### src/rtl/irq_sense_pkg.sv
package irq_sense_pkg;

    typedef enum logic [1:0] {
        SENSE_LOW  = 2'b00,
        SENSE_ANY  = 2'b01,
        SENSE_FALL = 2'b10,
        SENSE_RISE = 2'b11
    } sense_mode_e;

    typedef enum logic [1:0] {
        SEL_CTRL = 2'd0,
        SEL_MASK = 2'd1,
        SEL_FLAG = 2'd2,
        SEL_NONE = 2'd3
    } reg_sel_e;

    typedef struct packed {
        logic cur;
        logic prev;
    } pin_sample_t;

    function automatic logic edge_hit(sense_mode_e mode, pin_sample_t s);
        logic hit;
        case (mode)
            SENSE_ANY:  hit = s.cur ^ s.prev;
            SENSE_FALL: hit = s.prev & ~s.cur;
            SENSE_RISE: hit = ~s.prev & s.cur;
            default:    hit = 1'b0;
        endcase
        return hit;
    endfunction

endpackage

### src/rtl/irq_pin_sync.sv
module irq_pin_sync #(
    parameter int W       = 4,
    parameter int STAGES  = 2,
    parameter bit IDLE    = 1'b1
) (
    input  logic         clk,
    input  logic         rst,
    input  logic [W-1:0] d,
    output logic [W-1:0] q
);
    logic [W-1:0] chain [STAGES];

    for (genvar s = 0; s < STAGES; s++) begin : g_stage
        always_ff @(posedge clk) begin
            if (rst)
                chain[s] <= {W{IDLE}};
            else if (s == 0)
                chain[s] <= d;
            else
                chain[s] <= chain[(s == 0) ? 0 : s-1];
        end
    end

    assign q = chain[STAGES-1];
endmodule

### src/rtl/irq_sense_regs.sv
module irq_sense_regs
    import irq_sense_pkg::*;
#(
    parameter int NPINS = 4,
    localparam int CW   = 2*NPINS
) (
    input  logic             clk,
    input  logic             rst,
    input  logic             wr_en,
    input  logic [1:0]       wr_sel,
    input  logic [CW-1:0]    wr_data,
    input  logic [1:0]       rd_sel,
    input  logic [NPINS-1:0] flag_q,
    output logic [CW-1:0]    rd_data,
    output logic [CW-1:0]    ctrl_q,
    output logic [NPINS-1:0] mask_q,
    output logic [NPINS-1:0] clr_wr
);
    reg_sel_e wsel, rsel;
    assign wsel = reg_sel_e'(wr_sel);
    assign rsel = reg_sel_e'(rd_sel);

    always_ff @(posedge clk) begin
        if (rst) begin
            ctrl_q <= '0;
            mask_q <= '0;
        end else if (wr_en) begin
            if (wsel == SEL_CTRL) ctrl_q <= wr_data;
            if (wsel == SEL_MASK) mask_q <= wr_data[NPINS-1:0];
        end
    end

    assign clr_wr = (wr_en && wsel == SEL_FLAG) ? wr_data[NPINS-1:0] : '0;

    always_comb begin
        rd_data = '0;
        case (rsel)
            SEL_CTRL: rd_data = ctrl_q;
            SEL_MASK: rd_data[NPINS-1:0] = mask_q;
            SEL_FLAG: rd_data[NPINS-1:0] = flag_q;
            default:  rd_data = '0;
        endcase
    end
endmodule

### src/rtl/irq_sense_lane.sv
module irq_sense_lane
    import irq_sense_pkg::*;
#(
    parameter bit IDLE = 1'b1
) (
    input  logic        clk,
    input  logic        rst,
    input  logic        pin_sync,
    input  sense_mode_e mode,
    input  logic        mask,
    input  logic        gie,
    input  logic        clr,
    output logic        evt,
    output logic        flag_q,
    output logic        req
);
    pin_sample_t smp;
    logic        prev_q;

    always_ff @(posedge clk) begin
        if (rst) prev_q <= IDLE;
        else     prev_q <= pin_sync;
    end

    assign smp.cur  = pin_sync;
    assign smp.prev = prev_q;
    assign evt      = edge_hit(mode, smp);

    always_ff @(posedge clk) begin
        if (rst)
            flag_q <= 1'b0;
        else
            flag_q <= evt | (flag_q & ~clr);
    end

    logic pending;
    assign pending = (mode == SENSE_LOW) ? ~smp.cur : flag_q;
    assign req     = gie & mask & pending;
endmodule

### src/rtl/irq_sense_unit.sv
module irq_sense_unit
    import irq_sense_pkg::*;
#(
    parameter int NPINS       = 4,
    parameter int SYNC_STAGES = 2
) (
    input  logic               clk,
    input  logic               rst,
    input  logic [NPINS-1:0]   pins_in,
    input  logic               gie,
    input  logic               wr_en,
    input  logic [1:0]         wr_sel,
    input  logic [2*NPINS-1:0] wr_data,
    input  logic [1:0]         rd_sel,
    output logic [2*NPINS-1:0] rd_data,
    input  logic [NPINS-1:0]   ack_vec,
    output logic [NPINS-1:0]   irq_req
);
    localparam bit IDLE_LVL = 1'b1;

    logic [NPINS-1:0]   pins_s;
    logic [2*NPINS-1:0] ctrl_q;
    logic [NPINS-1:0]   mask_q;
    logic [NPINS-1:0]   clr_wr;
    logic [NPINS-1:0]   clr_vec;
    logic [NPINS-1:0]   evt_vec;
    logic [NPINS-1:0]   flag_q;

    irq_pin_sync #(.W(NPINS), .STAGES(SYNC_STAGES), .IDLE(IDLE_LVL)) u_sync (
        .clk (clk),
        .rst (rst),
        .d   (pins_in),
        .q   (pins_s)
    );

    irq_sense_regs #(.NPINS(NPINS)) u_regs (
        .clk     (clk),
        .rst     (rst),
        .wr_en   (wr_en),
        .wr_sel  (wr_sel),
        .wr_data (wr_data),
        .rd_sel  (rd_sel),
        .flag_q  (flag_q),
        .rd_data (rd_data),
        .ctrl_q  (ctrl_q),
        .mask_q  (mask_q),
        .clr_wr  (clr_wr)
    );

    assign clr_vec = clr_wr | ack_vec;

    for (genvar i = 0; i < NPINS; i++) begin : g_lane
        irq_sense_lane #(.IDLE(IDLE_LVL)) u_lane (
            .clk      (clk),
            .rst      (rst),
            .pin_sync (pins_s[i]),
            .mode     (sense_mode_e'(ctrl_q[2*i +: 2])),
            .mask     (mask_q[i]),
            .gie      (gie),
            .clr      (clr_vec[i]),
            .evt      (evt_vec[i]),
            .flag_q   (flag_q[i]),
            .req      (irq_req[i])
        );
    end
endmodule

### config.mk
export PLATFORM = sky130hd
export DESIGN_NAME = irq_sense_unit
export DESIGN_NICKNAME = d
export VERILOG_FILES = /design/src/rtl/irq_sense_pkg.sv /design/src/rtl/irq_pin_sync.sv /design/src/rtl/irq_sense_regs.sv /design/src/rtl/irq_sense_lane.sv /design/src/rtl/irq_sense_unit.sv
export SDC_FILE = /design/constraint.sdc
export NUM_CORES = 1
export LEC_CHECK = 0
export BUFFER_PORTS_ARGS = -buffer_cell sky130_fd_sc_hd__buf_2
export CORE_UTILIZATION = 55
export DETAILED_ROUTE_END_ITERATION = 10
export HOLD_SLACK_MARGIN = 0.1
export PLACE_DENSITY = 0.84
export SLEW_MARGIN = 20
export SYNTH_ARGS = -nofsm -noshare
export SYNTH_HDL_FRONTEND = slang
export SYNTH_SLANG_ARGS = --single-unit
### constraint.sdc
create_clock -name clk -period 3.5 [get_ports clk]
set_input_delay 0.525 -clock clk [delete_from_list [all_inputs] [get_ports clk]]
set_output_delay 0.525 -clock clk [all_outputs]
set_load 0.005 [all_outputs]
=== After elaboration in Yosys (flattened, before gate mapping) ===
Memories as Yosys holds them, arrays and structs flattened.
Index checks and enable logic that the tools add are counted.
Widths: inputs -> output; s select.

* Memory bits (writable): 8
* Logic and storage cells: 95
* Register bits: 20
* Bits of input ports: 24
* Memories kept: 1

{| class="wikitable"
|+ Memory list
! name !! words !! bits a word !! rd ports !! clocked after Yosys merged registers in !! wr ports !! RTL line !! RTL
|-
| u_sync.chain || 2 || 4 || 2 || 0 || 2 || irq_pin_sync.sv:11 || <nowiki>logic [W-1:0] chain [STAGES];</nowiki>
|}

* Eq/ne operators: 16
* Reductions and logical operators: 9
* Bitwise gates (word level): 43
* Mux-type cells: 16

{| class="wikitable"
|+ Operators with widths
! cell !! number
|-
| $and 1x1->1 || 20
|-
| $eq 2x2->1 const B || 10
|-
| $mux 4 || 4
|-
| $eq 2x1->1 const B || 6
|-
| $logic_not 2->1 || 6
|-
| $not 1->1 || 12
|-
| $pmux 1 s3 || 4
|-
| $pmux 4 s3 || 1
|-
| $mux 1 || 7
|-
| $or 1x1->1 || 6
|-
| $or 4x4->4 || 1
|-
| $reduce_and 2->1 || 2
|-
| $xor 1x1->1 || 4
|-
| $logic_and 1x1->1 || 1
|}

=== Longest topological paths before layout ===
Gate-level depths: netlist of the first run.

* Word-level depth: 7
* Depth in mapped cells: 5
* Mapped depth without buffers: 5

=== By module ===
From an unflattened synthesis of the first run, not the netlist that was laid out.

* Cells, all modules: 157
* Area total of the unflattened synthesis: 1508.9 um^2

{| class="wikitable"
|+ Modules (own cells, without submodules)
! module !! seq. area each (um^2) !! area each (um^2) !! times used !! cells an instance
|-
| irq_sense_regs || 240.2 || 673.1 || 1 || 69
|-
| irq_sense_lane || 40.0 || 150.1 || 4 || 17
|-
| irq_pin_sync || 160.2 || 210.2 || 1 || 16
|-
| irq_sense_unit || 0.0 || 25.0 || 1 || 4
|}

=== Worst setup path before layout of the first run ===
Ideal clock, no wire load.

* Path kind: input-to-output
* Start: input port rd_sel[0]
* End: output port rd_data[0]
* Path slack: 1953 ps
* Stages on the path: 4
* Arrival time: 1022 ps
* Path buffers: 1
* Cell sequence: buf_2 nor2b_1 nand2_1 o21ai_0

* Word-level cells in the longest chain between the ends: 2
* Elaborated cells between the ends (all ways): 4
* Those cells by class: eq/ne (2); mux (1); reduce/logical (1)

{| class="wikitable"
|+ RTL lines
! what !! RTL line !! RTL
|-
| from (decl) || irq_sense_unit.sv:14 || <nowiki>input logic [1:0] rd_sel,</nowiki>
|-
| $eq 2x2->1, or another cell as far along || irq_sense_regs.sv:37 || <nowiki>case (rsel)</nowiki>
|-
| $pmux 4 s3 (*) || irq_sense_regs.sv:37 ||
|-
| to (decl) || irq_sense_unit.sv:15 || <nowiki>output logic [2*NPINS-1:0] rd_data,</nowiki>
|}

Mark *: on every way between the ends. The rest lies on a longest branch, timed or not.

=== Worst setup path in the final report of the first run ===
* Start: input port rd_sel[1]
* End: output port rd_data[3]

The elaborated chain is that of the path after synthesis.

==> results of run 1 <==
[through the flow]
step                      hold WS (ns)  worst slack, ns  total power, mW  cells  cell area [um^2]
after CTS                        0.370             1.62            0.609    209              1580
final                            0.377             1.59            0.603    209              1580
after global routing             0.354             1.56            0.634    209              1580
after floorplan                  0.389             1.95            0.379    151              1380
after detailed placement         0.400             1.63            0.405    205              1530
after global placement           0.391             1.65            0.401    205              1530
[synthesized netlist by cell type]
| master | number | area (um^2) |
|---|---|---|
| a211oi_1 | 3 | 22.5 |
| a21oi_1 | 2 | 10.0 |
| a31oi_1 | 3 | 18.8 |
| and2_1 | 6 | 37.5 |
| and3_1 | 1 | 6.26 |
| buf_2 | 1 | 5.00 |
| buf_4 | 4 | 30.0 |
| buf_6 | 1 | 11.3 |
| clkbuf_1 | 3 | 11.3 |
| dfxtp_1 | 28 | 561 |
| ha_1 | 8 | 100 |
| inv_1 | 8 | 30.0 |
| mux2_2 | 1 | 11.3 |
| mux2i_1 | 16 | 160 |
| nand2_1 | 7 | 26.3 |
| nand2b_1 | 2 | 12.5 |
| nand3_1 | 1 | 5.00 |
| nand3b_1 | 8 | 60.1 |
| nand4b_1 | 4 | 35.0 |
| nor2_1 | 21 | 78.8 |
| nor2b_1 | 1 | 6.26 |
| nor3b_1 | 1 | 7.51 |
| nor3b_2 | 1 | 12.5 |
| o21ai_0 | 7 | 35.0 |
| o31ai_1 | 1 | 7.51 |
| or2_2 | 12 | 75.1 |
[state kept, by name, indices dropped and copies added (netlist names)]
| register | cells |
|---|---|
| u_regs.mask_q | 4 |
| u_regs.ctrl_q | 8 |
| g_lane.u_lane.prev_q | 4 |
| g_lane.u_lane.flag_q | 4 |
| u_sync.chain | 8 |
[final cells by class]
cell class | instances | area [um^2]
multi-input combinational | 106 | 728
sequential | 28 | 561
tap | 28 | 35.0
fill | 193 | 694
clock buffer | 3 | 22.5
inverter | 8 | 30.0
timing repair buffer | 35 | 175
clock inverter | 1 | 30.0
[cells by family after synthesis]
kind of cell	Yosys count	synth area share (%)
multiplexers	17	12.5
buffers and inverters	17	6.36
AO/OA/AOI/OAI	16	6.82
flip-flops	28	40.7
AND/OR/NAND/NOR	65	26.4
adder cells (fa/ha/maj)	8	7.27
[path summary, 6_finish.rpt]
path,startpoint,to,slack [ns],cells past startpoint
worst min register to register,u_sync.chain[0][0],u_sync.chain[1][0],0.43,1
worst min-delay path,pins_in[2],u_sync.chain[0][2],0.38,2
worst max-delay path,rd_sel[1],rd_data[3],1.59,5
worst max register to register,u_sync.chain[1][3],g_lane[3].u_lane.flag_q,2.29,5
[critical path: cells and delay by family]
kind / cells / cell delay (ns)
AOI/OAI and AO/OA: 1 / 0.09
buffers and inverters: 2 / 0.28
and+or+nand+nor: 2 / 0.48
[cell usage in the layout, fill, tap and decap left out, drive strengths merged, types with 4 or more instances in the layout]
master   n
and2     6
buf     35
dfxtp   28
ha       8
inv      8
mux2i   16
nand2    7
nand3b   8
nand4b   4
nor2    21
o21ai    7
or2     12
[where the power goes]
group	switching [mW]	total [mW]	internal, mW
logic	0.0304	0.0601	0.0297
clock network	0.0893	0.205	0.116
registers	0.00867	0.338	0.330
[metal layers]
metal	wire length, um	share of wire, %
met1	1160	43
met2	1420	53
met3	89	3.3
met4	17	0.63
met5	0	0
==> flow_summary_export.csv, run 1 <==
group,metric,value,unit
drt,via_count,1138,
synth,syn-cell-area,1380,um^2
finish,syn_to_final_growth,14.9,%
die,start_util,60.5,%
global_routing,grt_pass1_wl,4.49,mm
sta,setup_viol,0,
synth,syn_inst,151,
cts,cts_buffer_depth,2,
cts,cts_sinks,28,
global_routing,grtUsageMet1,27.5,%
drt,first_pass_iters,4,
placement,io_buffers,35,
setup_path,end_kind,"output pin",
drt,routed_wl,2.69,mm
flow_run,drv_cap,0,
global_routing,grt_pass1_vias,1081,
synth,yosysWarnings,0,
power,cellPowerDensity,382,nW/um^2
drt,drt_iter0_markers,23,
power,ir_worst_vdd,0.000266,V
die,die_h,52.0,um
power,leakagePower,0.759,nW
setup_path,cpPeakStageDelay,0.39,ns
setup_path,slowest_stage,"nor2b_1",
finish,drive_gt1_share,29.3,%
cts,cts-resized-gates,0,
placement,post-dp-hpwl,2.10,mm
sta,grt_setup_unrepaired,"no",
cts,cts_buffers,3,
die,rows,17,
sta,slew_headroom,43.6,%
drt,postRouteAntennaNets,0,
global_routing,grt.busiest_layer,"met2",
global_routing,globalRouteMet2Util,40.4,%
die,core_area,2280,um^2
placement,gp_congestion,0.787,
setup_path,crit_top_cell,"buf_2",
cts,clock_latency,0.31,ns
setup_path,worstSetupPathType,"primary input to output pin",
sta,hold_viol,0,
drt,viasPerCell,5.44,
sta,tightest_slew,0.843,ns
setup_path,crit_chain,"buf_2 -> nor2b_1 -> nand2_1 -> o21ai_0 -> buf_2",
setup_path,worstPathMaxFanout,6,
sta,period_share,54.6,%
cts,postCtsSetupBuffers,0,
cts,hold_buffers,0,
finish,post-route-util,69.5,%
die,die-area,2710,um^2
sta,fmax,524,MHz
worst_hold_path,hp-class,"primary input to register",
synth,synth.distinct_cells,26,
setup_path,required,2.97,ns
finish,final_nets,214,
sta,skew,0.00253,ns
sta,fin_tns_setup,0,ns
die,fp.dieW,52.0,um
sta,finalMaxSlewViolations,0,
global_routing,grt-ovfl-total,0,
synth,synth_nets,183,
setup_path,arrival,1.38,ns
global_routing,grt_use_total,22.6,%
global_routing,use_met3,2.92,%
cts,cts_htree_levels,1,
die,io_pins,36,
global_routing,antenna_found_initial,0,
setup_path,startpoint_type,"primary input",
sta,fin_crit,1.91,ns
finish,diodes,0,
cts,path_clk_slew,0.14,ns
drt,drc_errors,0,
outcome,status,"finished, final reports clean",
global_routing,grt_max_degree,29,
synth,synth_area_per_cell,9.11,um^2
synth,ys_ff_latch,28,
drt,wl_per_cell,12.9,um
cts,cts-root-buf,"clkbuf_4",
synth,synth_seq_area_share,40.7,%
cts,cts_tree,"yes",
No activity file was read; power rests on OpenSTA's default activity.
==> inputs of run 2 (changes only) <==
CORE_UTILIZATION = 46   (was 55)
PLACE_DENSITY = 0.75   (was 0.84)
clock period = 1.7 ns   (was 3.5 ns; I/O delays follow)
==> run 2 against run 1 <==
  * The run now ends with design-rule violations left
  * Register-to-register slack worse by 1.8 ns
  * Clock skew is 0.00082 ns lower
  * Sequential power is 110% higher
  * Highest routed layer unchanged
==> flow_summary_export.csv, run 2 (synthesis results as in run 1) <==
group,metric,value,unit
outcome,status,"finished, violations left",
outcome,violations,"design-rule violations",
sta,fin_tns_setup,0,ns
placement,io_buffers,35,
die,io_pins,36,
die,core_area,2810,um^2
setup_path,crit_top_cell,"nor2_1",
power,switching_power,270,uW
power,internal_power,878,uW
sta,tightest_slew,0.446,ns
sta,slew_headroom,70.3,%
die,die-area,3210,um^2
power,p_seq_share,60.7,%
setup_path,crit_chain,"nor2_1 -> nor2_1 -> a211oi_1 -> buf_2",
finish,drive_gt1_share,29.0,%
sta,skew,0.00171,ns
sta,fin_crit,1.59,ns
drt,wl_per_cell,13.2,um
finish,syn_to_final_growth,17.5,%
cts,cts_buffers,3,
sta,hold_slack,0.148,ns
power,leakagePower,0.774,nW
drt,via_count,1164,
global_routing,grt_max_degree,29,
setup_path,rr_startpoint,"u_sync.chain[1][3]",
power,netSwitchingFraction,23.5,%
power,ir_worst_vdd,0.000513,V
global_routing,grt_pass1_vias,1141,
die,die_h,56.7,um
cts,cts-root-buf,"clkbuf_4",
worst_hold_path,hp-start,"wr_data[4]",
cts,clock_latency,0.33,ns
finish,reg_top3,"u_regs.ctrl_q (8), u_sync.chain (8)",
placement,post-dp-hpwl,2.15,mm
finish,final_nets,219,
finish,final_common_cell,"buf_2",
sta,hold_viol,0,
setup_path,cpPeakStageDelay,0.37,ns
setup_path,arrival,1.33,ns
drt,drt_iter0_markers,39,
setup_path,startpoint_type,"register",
die,fp.dieW,56.7,um
drt,drc_errors,4,
cts,cts_tree,"yes",
flow_run,drv_cap,0,
finish,diodes,0,
worst_hold_path,whs_path_depth,3,
sta,period_share,93.4,%
global_routing,antenna_found_initial,0,
drt,routed_wl,2.87,mm
global_routing,grt-ovfl-total,0,
setup_path,worstPathMaxFanout,5,
drt,first_pass_iters,7,
sta,finalMaxSlewViolations,0,
sta,setup_viol,0,
sta,grt_setup_unrepaired,"no",
cts,cts_sinks,28,
finish,mostFrequentLayoutCells,"35 x buf_2, 28 x dfxtp_1, 21 x nor2_1",
cts,cts_htree_levels,1,
drt,postRouteAntennaNets,0,
setup_path,worstSetupPathType,"register to output pin",
sta,fmax,630,MHz
setup_path,required,1.44,ns
power,p_clk_share,27.8,%
placement,gp_congestion,0.863,
global_routing,grt_use_total,19.2,%
cts,path_clk_slew,0.14,ns
drt,viasPerCell,5.36,
power,comb_power_share,11.5,%
worst_hold_path,hp-class,"primary input to register",
setup_path,r2r_setup_slack,0.46,ns
worst_hold_path,holdPathEnd,"u_regs.ctrl_q[4]",
setup_path,slowest_stage,"dfxtp_1",
global_routing,grt_pass1_wl,4.74,mm
power,cellPowerDensity,710,nW/um^2
die,rows,19,
die,start_util,49.1,%
setup_path,r2r_end,"g_lane[3].u_lane.flag_q",
setup_path,reg2regPathDepth,5,
setup_path,end_kind,"output pin",
cts,cts_buffer_depth,2,
[run 2: per-layer routing]
layer	vias to the layer above	GRT usage, %	wire length (um)
met5	-	0	0
met4	0	10.0	52
met3	5	3.46	134
met2	33	35.9	1490
met1	553	20.3	1190
li1	573	-	-
[run 2: power by group through the flow]
| stage | Sequential, mW | Clock [mW] | Combinational, mW |
|---|---|---|---|
| 5_1_grt | 0.701 | 0.359 | 0.146 |
| 4_1_cts | 0.697 | 0.335 | 0.131 |
| 3_5_place_dp | 0.712 | 0 | 0.123 |
| 3_3_place_gp | 0.710 | 0 | 0.118 |
| 6_report | 0.697 | 0.319 | 0.132 |
| 2_1_floorplan | 0.706 | 0 | 0.0746 |
[run 2: per-stage QoR]
step	power (mW)	instances	util, %	cell area, um^2	worst slack (ns)
3_3_place_gp	0.829	209	54.9	1540	0.453
5_1_grt	1.21	217	57.6	1620	0.0365
3_5_place_dp	0.835	209	54.9	1540	0.440
2_1_floorplan	0.780	151	-	1380	0.596
4_1_cts	1.16	217	57.6	1620	0.122
6_report	1.15	217	57.6	1620	0.113
[run 2: how the worst max path moves through the flow]
stage,startpoint,to,slack (ns),cells past startpoint
3_3_place_gp,rd_sel[0],rd_data[3],0.45,5
3_5_place_dp,rd_sel[1],rd_data[3],0.44,5
6_report,u_regs.ctrl_q[7],irq_req[3],0.11,4
2_1_floorplan,u_sync.chain[1][3],g_lane[3].u_lane.flag_q,0.60,5
4_1_cts,u_regs.ctrl_q[7],irq_req[3],0.12,4
5_1_grt,u_regs.ctrl_q[7],irq_req[3],0.04,4
[run 2: layout make-up]
type,instances,area [um^2]
clock buffer,4,36.3
timing repair buffer,40,223
sequential,28,561
tap,31,38.8
fill,260,1190
multi-input combinational,106,728
inverter,8,30.0
[run 2: critical path: cells and delay by family (launching register included)]
kind / cells / cell delay [ns]
DFF: 1 / 0.37
AOI/OAI and AO/OA: 1 / 0.26
and+or+nand+nor: 2 / 0.20
buffers and inverters: 1 / 0.17
[run 2: what timing repair did]
item | CTS | global route
hold buffers | 4 | 0
resized for setup | 0 | 0
buffers inserted | 0 | 0
hold endpoints to repair | 4 | 0
==> inputs of run 3 (changes only) <==
CORE_UTILIZATION = 51   (was 46)
PLACE_DENSITY = 0.78   (was 0.75)
clock period = 1.8 ns   (was 1.7 ns; I/O delays follow)
==> run 3 against run 2 <==
  * The flow now finishes without violations
  * Power increased by 4.7%
  * Cell count is 0.46% lower
  * Critical path depth unchanged
  * Via count grew 0.43%
  * Non-clock buffer count is the same
  * Register-to-register slack better by 0.12 ns
  * Core utilization grew 7.1 points
  * Final area is 0.93% higher
  * Setup slack improved by 0.13 ns
  * Critical endpoint is now irq_req[0]
==> flow_summary_export.csv, run 3 (synthesis results as in run 1) <==
group,metric,value,unit
global_routing,grt_use_total,22.5,%
sta,hold_viol,0,
global_routing,grt_pass1_vias,1068,
sta,finalMaxSlewViolations,0,
sta,tightest_slew,0.440,ns
finish,mostFrequentLayoutCells,"35 x buf_2, 28 x dfxtp_1, 21 x nor2_1",
drt,viasPerCell,5.41,
sta,grt_setup_unrepaired,"no",
sta,slew_headroom,70.7,%
placement,pre_cts_ws,0.449,ns
setup_path,required,1.53,ns
drt,drc_errors,0,
finish,final_common_cell,"buf_2",
die,start_util,54.6,%
finish,drive_gt1_share,29.0,%
drt,routed_wl,2.91,mm
cts,cts_tree,"yes",
drt,first_pass_iters,4,
outcome,status,"finished, final reports clean",
die,io_pins,36,
global_routing,grt_pass1_wl,4.58,mm
placement,dpl-instance-area,1540,um^2
setup_path,startpoint_type,"register",
sta,fin_tns_setup,0,ns
power,internal_power,931,uW
global_routing,antenna_found_initial,0,
power,switching_power,272,uW
cts,cts_buffer_depth,2,
cts,cts_htree_levels,1,
setup_path,arrival,1.29,ns
sta,setup_viol,0,
die,fp.dieW,54.0,um
finish,diodes,0,
power,p_seq_share,54.8,%
sta,period_share,86.7,%
sta,skew,0.00651,ns
power,ir_worst_vdd,0.000739,V
placement,io_buffers,35,
power,cellPowerDensity,737,nW/um^2
drt,postRouteAntennaNets,0,
setup_path,worstSetupPathType,"register to output pin",
finish,final_nets,219,
die,die-area,2910,um^2
setup_path,worstPathMaxFanout,7,
placement,post-dp-hpwl,2.12,mm
sta,fin_crit,1.56,ns
sta,setup_slack,0.239,ns
sta,fmax,641,MHz
setup_path,crit_chain,"o21ai_0 -> o31ai_1 -> and3_1 -> buf_2",
sta,hold_slack,0.165,ns
global_routing,grt-ovfl-total,0,
drt,drt_iter0_markers,25,
cts,cts-root-buf,"clkbuf_4",
cts,cts_buffers,3,
die,die_h,54.0,um
setup_path,end_kind,"output pin",
die,core_area,2520,um^2
worst_hold_path,hp-class,"primary input to register",
global_routing,grt_max_degree,29,
flow_run,drv_cap,0,
finish,syn_to_final_growth,18.5,%
setup_path,slowest_stage,"dfxtp_1",
power,comb_power_share,10.4,%
cts,path_clk_slew,0.16,ns
finish,post-route-util,64.7,%
cts,clock_latency,0.34,ns
setup_path,cpPeakStageDelay,0.40,ns
power,netSwitchingFraction,22.6,%
placement,gp_congestion,0.826,
finish,reg_top3,"u_regs.ctrl_q (8), u_sync.chain (8)",
cts,cts_sinks,28,
power,p_clk_share,34.8,%
die,rows,18,
finish,fin_area,1630,um^2
power,leakagePower,0.781,nW
drt,wl_per_cell,13.5,um
drt,via_count,1169,
==> run 3: cell count changes in the layout (fill, tap and decap cells not counted) <==
| cell | change |
|---|---|
| bufinv_16 | +1 |
| clkbuf_8 | -1 |
==> run 3: routing by layer <==
metal	global-route usage, %	share of wire (%)	vias to the layer above	routed length (um)
met5	0	0	-	0
met4	12.3	2.2	0	63
met3	6.50	7.9	6	230
met2	36.8	48	49	1390
met1	26.2	42	542	1220
li1	-	-	572	-
==> run 3: power by group through the flow <==
stage	combinational (mW)	clock (mW)	sequential (mW)
after global routing	0.138	0.454	0.662
after floorplan	0.0705	0	0.666
after global placement	0.112	0	0.670
final	0.125	0.418	0.658
after CTS	0.123	0.423	0.658
after detailed placement	0.118	0	0.671
==> run 3: stage by stage <==
step / cells / power, mW
2_1_floorplan: 151 / 0.737
3_3_place_gp: 208 / 0.782
3_5_place_dp: 208 / 0.789
4_1_cts: 215 / 1.20
5_1_grt: 216 / 1.25
6_report: 216 / 1.20
==> run 3: what timing repair did <==
| action | 4_1_cts | 5_1_grt |
|---|---|---|
| buffers inserted | 0 | 0 |
| resized for setup | 0 | 0 |
| hold buffers | 3 | 1 |
| hold endpoints to repair | 3 | 1 |
==> run 3: final timing paths <==
kind | cells after the start | slack (ns) | from | to
min | 3 | 0.17 | wr_data[5] | u_regs.ctrl_q[5]
max | 4 | 0.24 | u_regs.ctrl_q[1] | irq_req[0]
max reg2reg | 5 | 0.58 | u_sync.chain[1][3] | g_lane[3].u_lane.flag_q
min reg2reg | 1 | 0.43 | u_sync.chain[0][1] | u_sync.chain[1][1]
==> run 3: final cells by class <==
class,instances,area [um^2]
Timing Repair Buffer,40,223
Fill cell,224,891
Clock buffer,3,22.5
Multi-Input combinational cell,106,728
Sequential cell,28,561
Clock inverter,1,30.0
Inverter,8,30.0
Tap cell,30,37.5
==> run 3: critical path, delay by kind of cell (launching register included) <==
family	cells	cell delay, ns
simple gates	1	0.18
flops	1	0.40
buf+inv	1	0.12
compound gates	2	0.26
